[config.mk]
export PLATFORM = sky130hd
export DESIGN_NAME = dac_chain_master
export DESIGN_NICKNAME = d
export VERILOG_FILES = /design/src/rtl/dcm_pkg.sv /design/src/rtl/dcm_phase_timer.sv /design/src/rtl/dcm_shifter.sv /design/src/rtl/dac_chain_master.sv
export SDC_FILE = /design/constraint.sdc
export NUM_CORES = 1
export LEC_CHECK = 0
export BUFFER_PORTS_ARGS = -buffer_cell sky130_fd_sc_hd__buf_2
export CAP_MARGIN = 20
export CELL_PAD_IN_SITES_DETAIL_PLACEMENT = 0
export CELL_PAD_IN_SITES_GLOBAL_PLACEMENT = 1
export CORE_MARGIN = 2
export CORE_UTILIZATION = 44
export DETAILED_ROUTE_END_ITERATION = 12
export PLACE_DENSITY = 0.88
export REMOVE_ABC_BUFFERS = 1
export SYNTH_ARGS = -nofsm -noshare
export SYNTH_HDL_FRONTEND = slang
export SYNTH_SLANG_ARGS = --single-unit
[constraint.sdc]
create_clock -name clk -period 5.8 [get_ports clk]
set_input_delay 1.16 -clock clk [delete_from_list [all_inputs] [get_ports clk]]
set_output_delay 1.16 -clock clk [all_outputs]
set_load 0.005 [all_outputs]
[src/rtl/dcm_pkg.sv]
package dcm_pkg;

  localparam int WORD_W = 16;

  typedef enum logic [2:0] {
    ST_IDLE,
    ST_SETUP,
    ST_HIGH,
    ST_LOW,
    ST_GAP
  } dcm_state_e;

  // Command word: two unused bits, power mode, 12-bit code.
  function automatic logic [WORD_W-1:0] fmt_word(input logic [1:0] mode,
                                                  input logic [11:0] code);
    return {2'b00, mode, code};
  endfunction

endpackage

[src/rtl/dcm_phase_timer.sv]
module dcm_phase_timer #(
  parameter int CNT_W = 8
) (
  input  logic             clk,
  input  logic             rst,
  input  logic             load,
  input  logic [CNT_W-1:0] load_val,
  output logic             expire
);

  logic [CNT_W-1:0] cnt_q;

  // A phase loaded with L lasts exactly L cycles; expire flags its last one.
  always_ff @(posedge clk) begin
    if (rst) begin
      cnt_q <= '0;
    end else if (load) begin
      cnt_q <= load_val;
    end else if (cnt_q != '0) begin
      cnt_q <= cnt_q - 1'b1;
    end
  end

  assign expire = (cnt_q == CNT_W'(1));

  assert_load_nonzero_R6: assert property (@(posedge clk) disable iff (rst)
    load |-> (load_val != '0));

endmodule

[src/rtl/dcm_shifter.sv]
module dcm_shifter #(
  parameter int W = 48
) (
  input  logic         clk,
  input  logic         rst,
  input  logic         load,
  input  logic [W-1:0] load_data,
  input  logic         shift,
  output logic         ser_out
);

  logic [W-1:0] sr_q;

  always_ff @(posedge clk) begin
    if (rst) begin
      sr_q <= '0;
    end else if (load) begin
      sr_q <= load_data;
    end else if (shift) begin
      sr_q <= {sr_q[W-2:0], 1'b0};
    end
  end

  assign ser_out = sr_q[W-1];

endmodule

[src/rtl/dac_chain_master.sv]
module dac_chain_master
  import dcm_pkg::*;
#(
  parameter int N_DEV       = 3,
  parameter int SYS_CLK_MHZ = 100,
  parameter int DIV_W       = 8
) (
  input  logic                    clk,
  input  logic                    rst,
  input  logic [DIV_W-1:0]        cfg_half_div,
  input  logic                    in_valid,
  output logic                    in_ready,
  input  logic [N_DEV*WORD_W-1:0] in_words,
  output logic                    dac_sclk,
  output logic                    dac_sync_n,
  output logic                    dac_sdin,
  output logic                    busy,
  output logic                    done
);

  localparam int TOTAL_BITS   = N_DEV * WORD_W;
  localparam int BIT_W        = $clog2(TOTAL_BITS + 1);
  localparam int MAX_SCLK_MHZ = (N_DEV > 1) ? 10 : 50;
  localparam int MIN_HALF_I   = (SYS_CLK_MHZ + 2*MAX_SCLK_MHZ - 1) / (2*MAX_SCLK_MHZ);
  localparam int SETUP_RAW    = (4 * SYS_CLK_MHZ + 999) / 1000;
  localparam int IDLE_RAW     = (20 * SYS_CLK_MHZ + 999) / 1000;
  localparam int SETUP_I      = (SETUP_RAW < 1) ? 1 : SETUP_RAW;
  localparam int IDLE_I       = (IDLE_RAW < 1) ? 1 : IDLE_RAW;

  localparam logic [DIV_W-1:0] MIN_HALF = DIV_W'(MIN_HALF_I);
  localparam logic [DIV_W-1:0] SETUP_V  = DIV_W'(SETUP_I);
  localparam logic [DIV_W-1:0] IDLE_V   = DIV_W'(IDLE_I);
  localparam logic [BIT_W-1:0] TOTAL_V  = BIT_W'(TOTAL_BITS);

  dcm_state_e       state_q;
  logic [DIV_W-1:0] half_q, half_eff, tmr_val;
  logic [BIT_W-1:0] bits_q;
  logic             sclk_q, sync_q, ready_q, busy_q, done_q;
  logic             tmr_load, tmr_exp, sh_shift, accept, last_bit;

  assign accept   = in_valid && ready_q;
  assign last_bit = (bits_q == BIT_W'(1));
  assign half_eff = (cfg_half_div < MIN_HALF) ? MIN_HALF : cfg_half_div;

  dcm_phase_timer #(.CNT_W(DIV_W)) i_timer (
    .clk      (clk),
    .rst      (rst),
    .load     (tmr_load),
    .load_val (tmr_val),
    .expire   (tmr_exp)
  );

  dcm_shifter #(.W(TOTAL_BITS)) i_shift (
    .clk       (clk),
    .rst       (rst),
    .load      (accept),
    .load_data (in_words),
    .shift     (sh_shift),
    .ser_out   (dac_sdin)
  );

  // Phase timer and shifter control
  always_comb begin
    tmr_load = 1'b0;
    tmr_val  = half_q;
    sh_shift = 1'b0;
    unique case (state_q)
      ST_IDLE: begin
        if (accept) begin
          tmr_load = 1'b1;
          tmr_val  = SETUP_V;
        end
      end
      ST_SETUP, ST_HIGH: begin
        if (tmr_exp) tmr_load = 1'b1;
      end
      ST_LOW: begin
        if (tmr_exp) begin
          tmr_load = 1'b1;
          if (last_bit) tmr_val = IDLE_V;
          else          sh_shift = 1'b1;
        end
      end
      default: ;
    endcase
  end

  // Frame sequencer with registered pin outputs
  always_ff @(posedge clk) begin
    if (rst) begin
      state_q <= ST_IDLE;
      half_q  <= MIN_HALF;
      bits_q  <= '0;
      sclk_q  <= 1'b1;
      sync_q  <= 1'b1;
      ready_q <= 1'b1;
      busy_q  <= 1'b0;
      done_q  <= 1'b0;
    end else begin
      done_q <= 1'b0;
      unique case (state_q)
        ST_IDLE: begin
          if (accept) begin
            state_q <= ST_SETUP;
            half_q  <= half_eff;
            bits_q  <= TOTAL_V;
            sync_q  <= 1'b0;
            ready_q <= 1'b0;
            busy_q  <= 1'b1;
          end
        end
        ST_SETUP, ST_HIGH: begin
          if (tmr_exp) begin
            state_q <= ST_LOW;
            sclk_q  <= 1'b0;
          end
        end
        ST_LOW: begin
          if (tmr_exp) begin
            sclk_q <= 1'b1;
            if (last_bit) begin
              state_q <= ST_GAP;
              sync_q  <= 1'b1;
              busy_q  <= 1'b0;
              done_q  <= 1'b1;
            end else begin
              state_q <= ST_HIGH;
              bits_q  <= bits_q - 1'b1;
            end
          end
        end
        ST_GAP: begin
          if (tmr_exp) begin
            state_q <= ST_IDLE;
            ready_q <= 1'b1;
          end
        end
        default: state_q <= ST_IDLE;
      endcase
    end
  end

  assign dac_sclk   = sclk_q;
  assign dac_sync_n = sync_q;
  assign in_ready   = ready_q;
  assign busy       = busy_q;
  assign done       = done_q;

  // ---------------- checks ----------------
  logic             sclk_prev_q;
  logic [BIT_W:0]   fall_cnt_q;
  logic [DIV_W:0]   low_run_q;

  always_ff @(posedge clk) begin
    if (rst) begin
      sclk_prev_q <= 1'b1;
      fall_cnt_q  <= '0;
      low_run_q   <= '0;
    end else begin
      sclk_prev_q <= dac_sclk;
      if (dac_sync_n)                     fall_cnt_q <= '0;
      else if (sclk_prev_q && !dac_sclk)  fall_cnt_q <= fall_cnt_q + 1'b1;
      if (!dac_sclk) low_run_q <= low_run_q + 1'b1;
      else           low_run_q <= '0;
    end
  end

  assert_frame_falls_R2: assert property (@(posedge clk) disable iff (rst)
    $rose(dac_sync_n) |-> (fall_cnt_q == {1'b0, TOTAL_V}));

  assert_data_stable_low_R4: assert property (@(posedge clk) disable iff (rst)
    !dac_sclk |-> $stable(dac_sdin));

  assert_sync_fall_sclk_high_R5: assert property (@(posedge clk) disable iff (rst)
    $fell(dac_sync_n) |-> dac_sclk);

  assert_low_phase_min_R6: assert property (@(posedge clk) disable iff (rst)
    $rose(dac_sclk) |-> (low_run_q >= {1'b0, MIN_HALF}));

  assert_sync_rise_with_sclk_R7: assert property (@(posedge clk) disable iff (rst)
    $rose(dac_sync_n) |-> $rose(dac_sclk));

  assert_ready_blocked_R8: assert property (@(posedge clk) disable iff (rst)
    !dac_sync_n |-> !in_ready);

  assert_done_on_rise_R9: assert property (@(posedge clk) disable iff (rst)
    done == $rose(dac_sync_n));

  assert_busy_tracks_sync_R9: assert property (@(posedge clk) disable iff (rst)
    busy == !dac_sync_n);

endmodule

==> impl_metrics.json <==
{
  "wire_per_inst_um": 13.54,
  "tns_ps": 0,
  "vias": 3277,
  "path_cells": "buf_2 -> and2_1 -> nand3_1 -> nand2_1 -> nor2_1 -> a311oi_1",
  "fillerInstances": 809,
  "reg2reg_setup_slack_ps": 3600,
  "ant_nets": 0,
  "io_buffers": 64,
  "rr_worst_depth": 7,
  "synth-seq-cells": 78,
  "synthMuxAreaShare": 0.003091,
  "synth_edf_count": 0,
  "diodes": 0,
  "routed_wl_mm": 8.177,
  "drc_errors": 0,
  "synth_cells": 451,
  "core_area_um2": 8134,
  "dieHeight_um": 95,
  "rows": 33,
  "nets": 557,
  "final_util": 0.5102,
  "min_period_ps": 2343,
  "hpwl_mm": 5.217,
  "cp.required_ps": 6050,
  "ys_warn_count": 0,
  "syn_to_final_growth_pct": 13.91,
  "cts_tree": "yes",
  "numClockSinks": 78,
  "slew_headroom": 0.3683,
  "htree_levels": 3,
  "cts_buffer_depth": 2,
  "final_cell_mix": "nand2_1 (118), dfxtp_1 (78), nor2_1 (67), buf_2 (64), a311oi_1 (46)",
  "rsz0062_at_grt": "false",
  "ir_worst_vdd_mv": 0.1152,
  "cp-end-kind": "flip-flop",
  "grt_pass1_vias": 3007,
  "cp.arrival_ps": 2590,
  "gp_congestion": 0.8073,
  "drv_slew": 0,
  "p_leak_nw": 1.592,
  "initialDrtViolationCount": 168,
  "ys_types": 54,
  "regToRegStartpoint": "i_timer.cnt_q[0]",
  "worstMarginPinSlew_ps": 947.5,
  "syn_area_per_cell_um2": 8.079,
  "clock_skew_ps": 11.99,
  "final_common_cell": "nand2_1",
  "synth_top_family_by_area": "simple AND/OR/NAND/NOR gates",
  "p_per_area_nw_per_um2": 361.9,
  "grt_pass1_wl_mm": 13.50,
  "die_x_um": 95,
  "hp-start": "half_q[5]",
  "worst-path-max-fanout": 15,
  "multi_input_area_um2": 1884,
  "cts_hold_buf": 0,
  "root_buffer": "clkbuf_8",
  "cts_made_buffers": 9,
  "dr.pass1.iters": 4,
  "hold_depth": 2,
  "ys_seq_area_frac": 0.4286,
  "synth-adder-area-share": 0.01374,
  "final_hold_viol_count": 0,
  "register_area_um2": 1562,
  "worstSetupStartpoint": "in_valid",
  "status": "finished, final reports clean",
  "ios": 65,
  "r2r_end": "bits_q[4]",
  "synth-simple-area-share": 0.2826,
  "worstSetupPathType": "in -> reg",
  "slowest_stage": "nand3_1",
  "die_area_um2": 9025,
  "drive_gt1_frac": 0.1984,
  "grt_util_all_layers": 0.1881,
  "cp-start-kind": "input pin",
  "grt_max_degree": 98,
  "cts-resized-gates": 0,
  "antenna_found_initial": 0,
  "cts_setup_buffers": 0,
  "hp-class": "reg -> reg",
  "grt_overflow_total": 0,
  "clk-insertion-delay-late_ps": 350,
  "async_flop_share": 0,
  "synth_compound_area_frac": 0.1988,
  "ys.flop_type": "dfxtp_1",
  "syn_area_um2": 3643,
  "maxCapViolations": 0,
  "finalCritPeriodShare": 0.4040,
  "synthXorXnorAreaFrac": 0.01683,
  "cts.clk_slew.worst_paths_ps": 80,
  "start_util": 0.4479,
  "slowest_delay_ps": 450,
  "finalSetupViolCount": 0,
  "fmax_ghz": 0.4268,
  "whs_endpoint": "half_q[5]",
  "vias_per_cell": 5.425
}
-- routing by layer --
metal  GRT usage  wire (µm)  part of all wire  up-vias
li1            -          -                 -     1671
met1      0.2427       3888              0.48     1526
met2      0.3079       3797              0.46       69
met3     0.04310        373             0.046       11
met4     0.06763        119             0.015        0
met5           0          0                 0        -
-- Yosys cell counts, types with 4 or more instances --
cell        n  share of area
nand3_1     9          0.012
nor2_1     67          0.069
clkbuf_1   22          0.023
inv_1       5         0.0052
ha_1        4          0.014
nand2_1   119           0.12
a21oi_1    20          0.027
a311oi_1   46           0.11
dfxtp_1    78           0.43
nor3_1      9          0.012
buf_2       5         0.0069
buf_6       6          0.019
xor2_1      4         0.0096
-- state kept, by name, indices dropped and copies added (netlist names) --
name	flops
done	1
in_ready	1
state_q	3
bits_q	6
busy	1
dac_sclk	1
i_shift.sr_q	48
half_q	8
dac_sync_n	1
i_timer.cnt_q	8
-- where the power goes --
group	switching (mW)	internal [mW]
logic	0.229	0.165
clock network	0.196	0.242
registers	0.0624	0.607
total	0.488	1.01
-- how the worst max path moves through the flow --
stage | to | depth (start not counted)
2_1_floorplan | i_timer.cnt_q[6] | 5
3_3_place_gp | i_timer.cnt_q[1] | 6
3_5_place_dp | i_timer.cnt_q[1] | 6
4_1_cts | i_timer.cnt_q[1] | 6
5_1_grt | i_timer.cnt_q[1] | 6
6_report | i_timer.cnt_q[1] | 6
-- worst max-delay path, delay by kind of cell --
family          cells  cell delay [ps]
simple gates        4             1060
compound gates      1              250
buf+inv             1              120
-- cells by family (layout without fill, tap and decap cells) --
family	after synthesis	count (layout)
buffers and inverters	40	88
adders and majority gates	4	4
and+or+nand+nor	230	230
xor gates and xnor gates	7	7
muxes	1	1
AOI/OAI and AO/OA	91	91
DFF	78	78
-- per-stage QoR --
| stage | cell area [µm²] | total power, mW | worst slack [ps] | hold slack, ps | cells |
|---|---|---|---|---|---|
| 2_1_floorplan | 3457 | 0.9636 | 2516 | 430.4 | 416 |
| 6_report | 4150 | 1.502 | 3457 | 459.2 | 604 |
| 5_1_grt | 4150 | 1.593 | 3252 | 487.8 | 604 |
| 4_1_cts | 4150 | 1.513 | 3434 | 463.5 | 604 |
| 3_3_place_gp | 3939 | 1.067 | 3157 | 448.2 | 588 |
| 3_5_place_dp | 3939 | 1.074 | 3080 | 453.1 | 588 |
-- cell type report --
| type | count | area share |
|---|---|---|
| Multi-Input combinational cell | 333 | 0.4540 |
| Timing Repair Buffer | 67 | 0.08260 |
| Clock inverter | 6 | 0.02020 |
| Sequential cell | 78 | 0.3762 |
| Tap cell | 105 | 0.03166 |
| Clock buffer | 10 | 0.03075 |
| Inverter | 5 | 0.004522 |
Note: power is estimated with default switching activity, not from simulation.
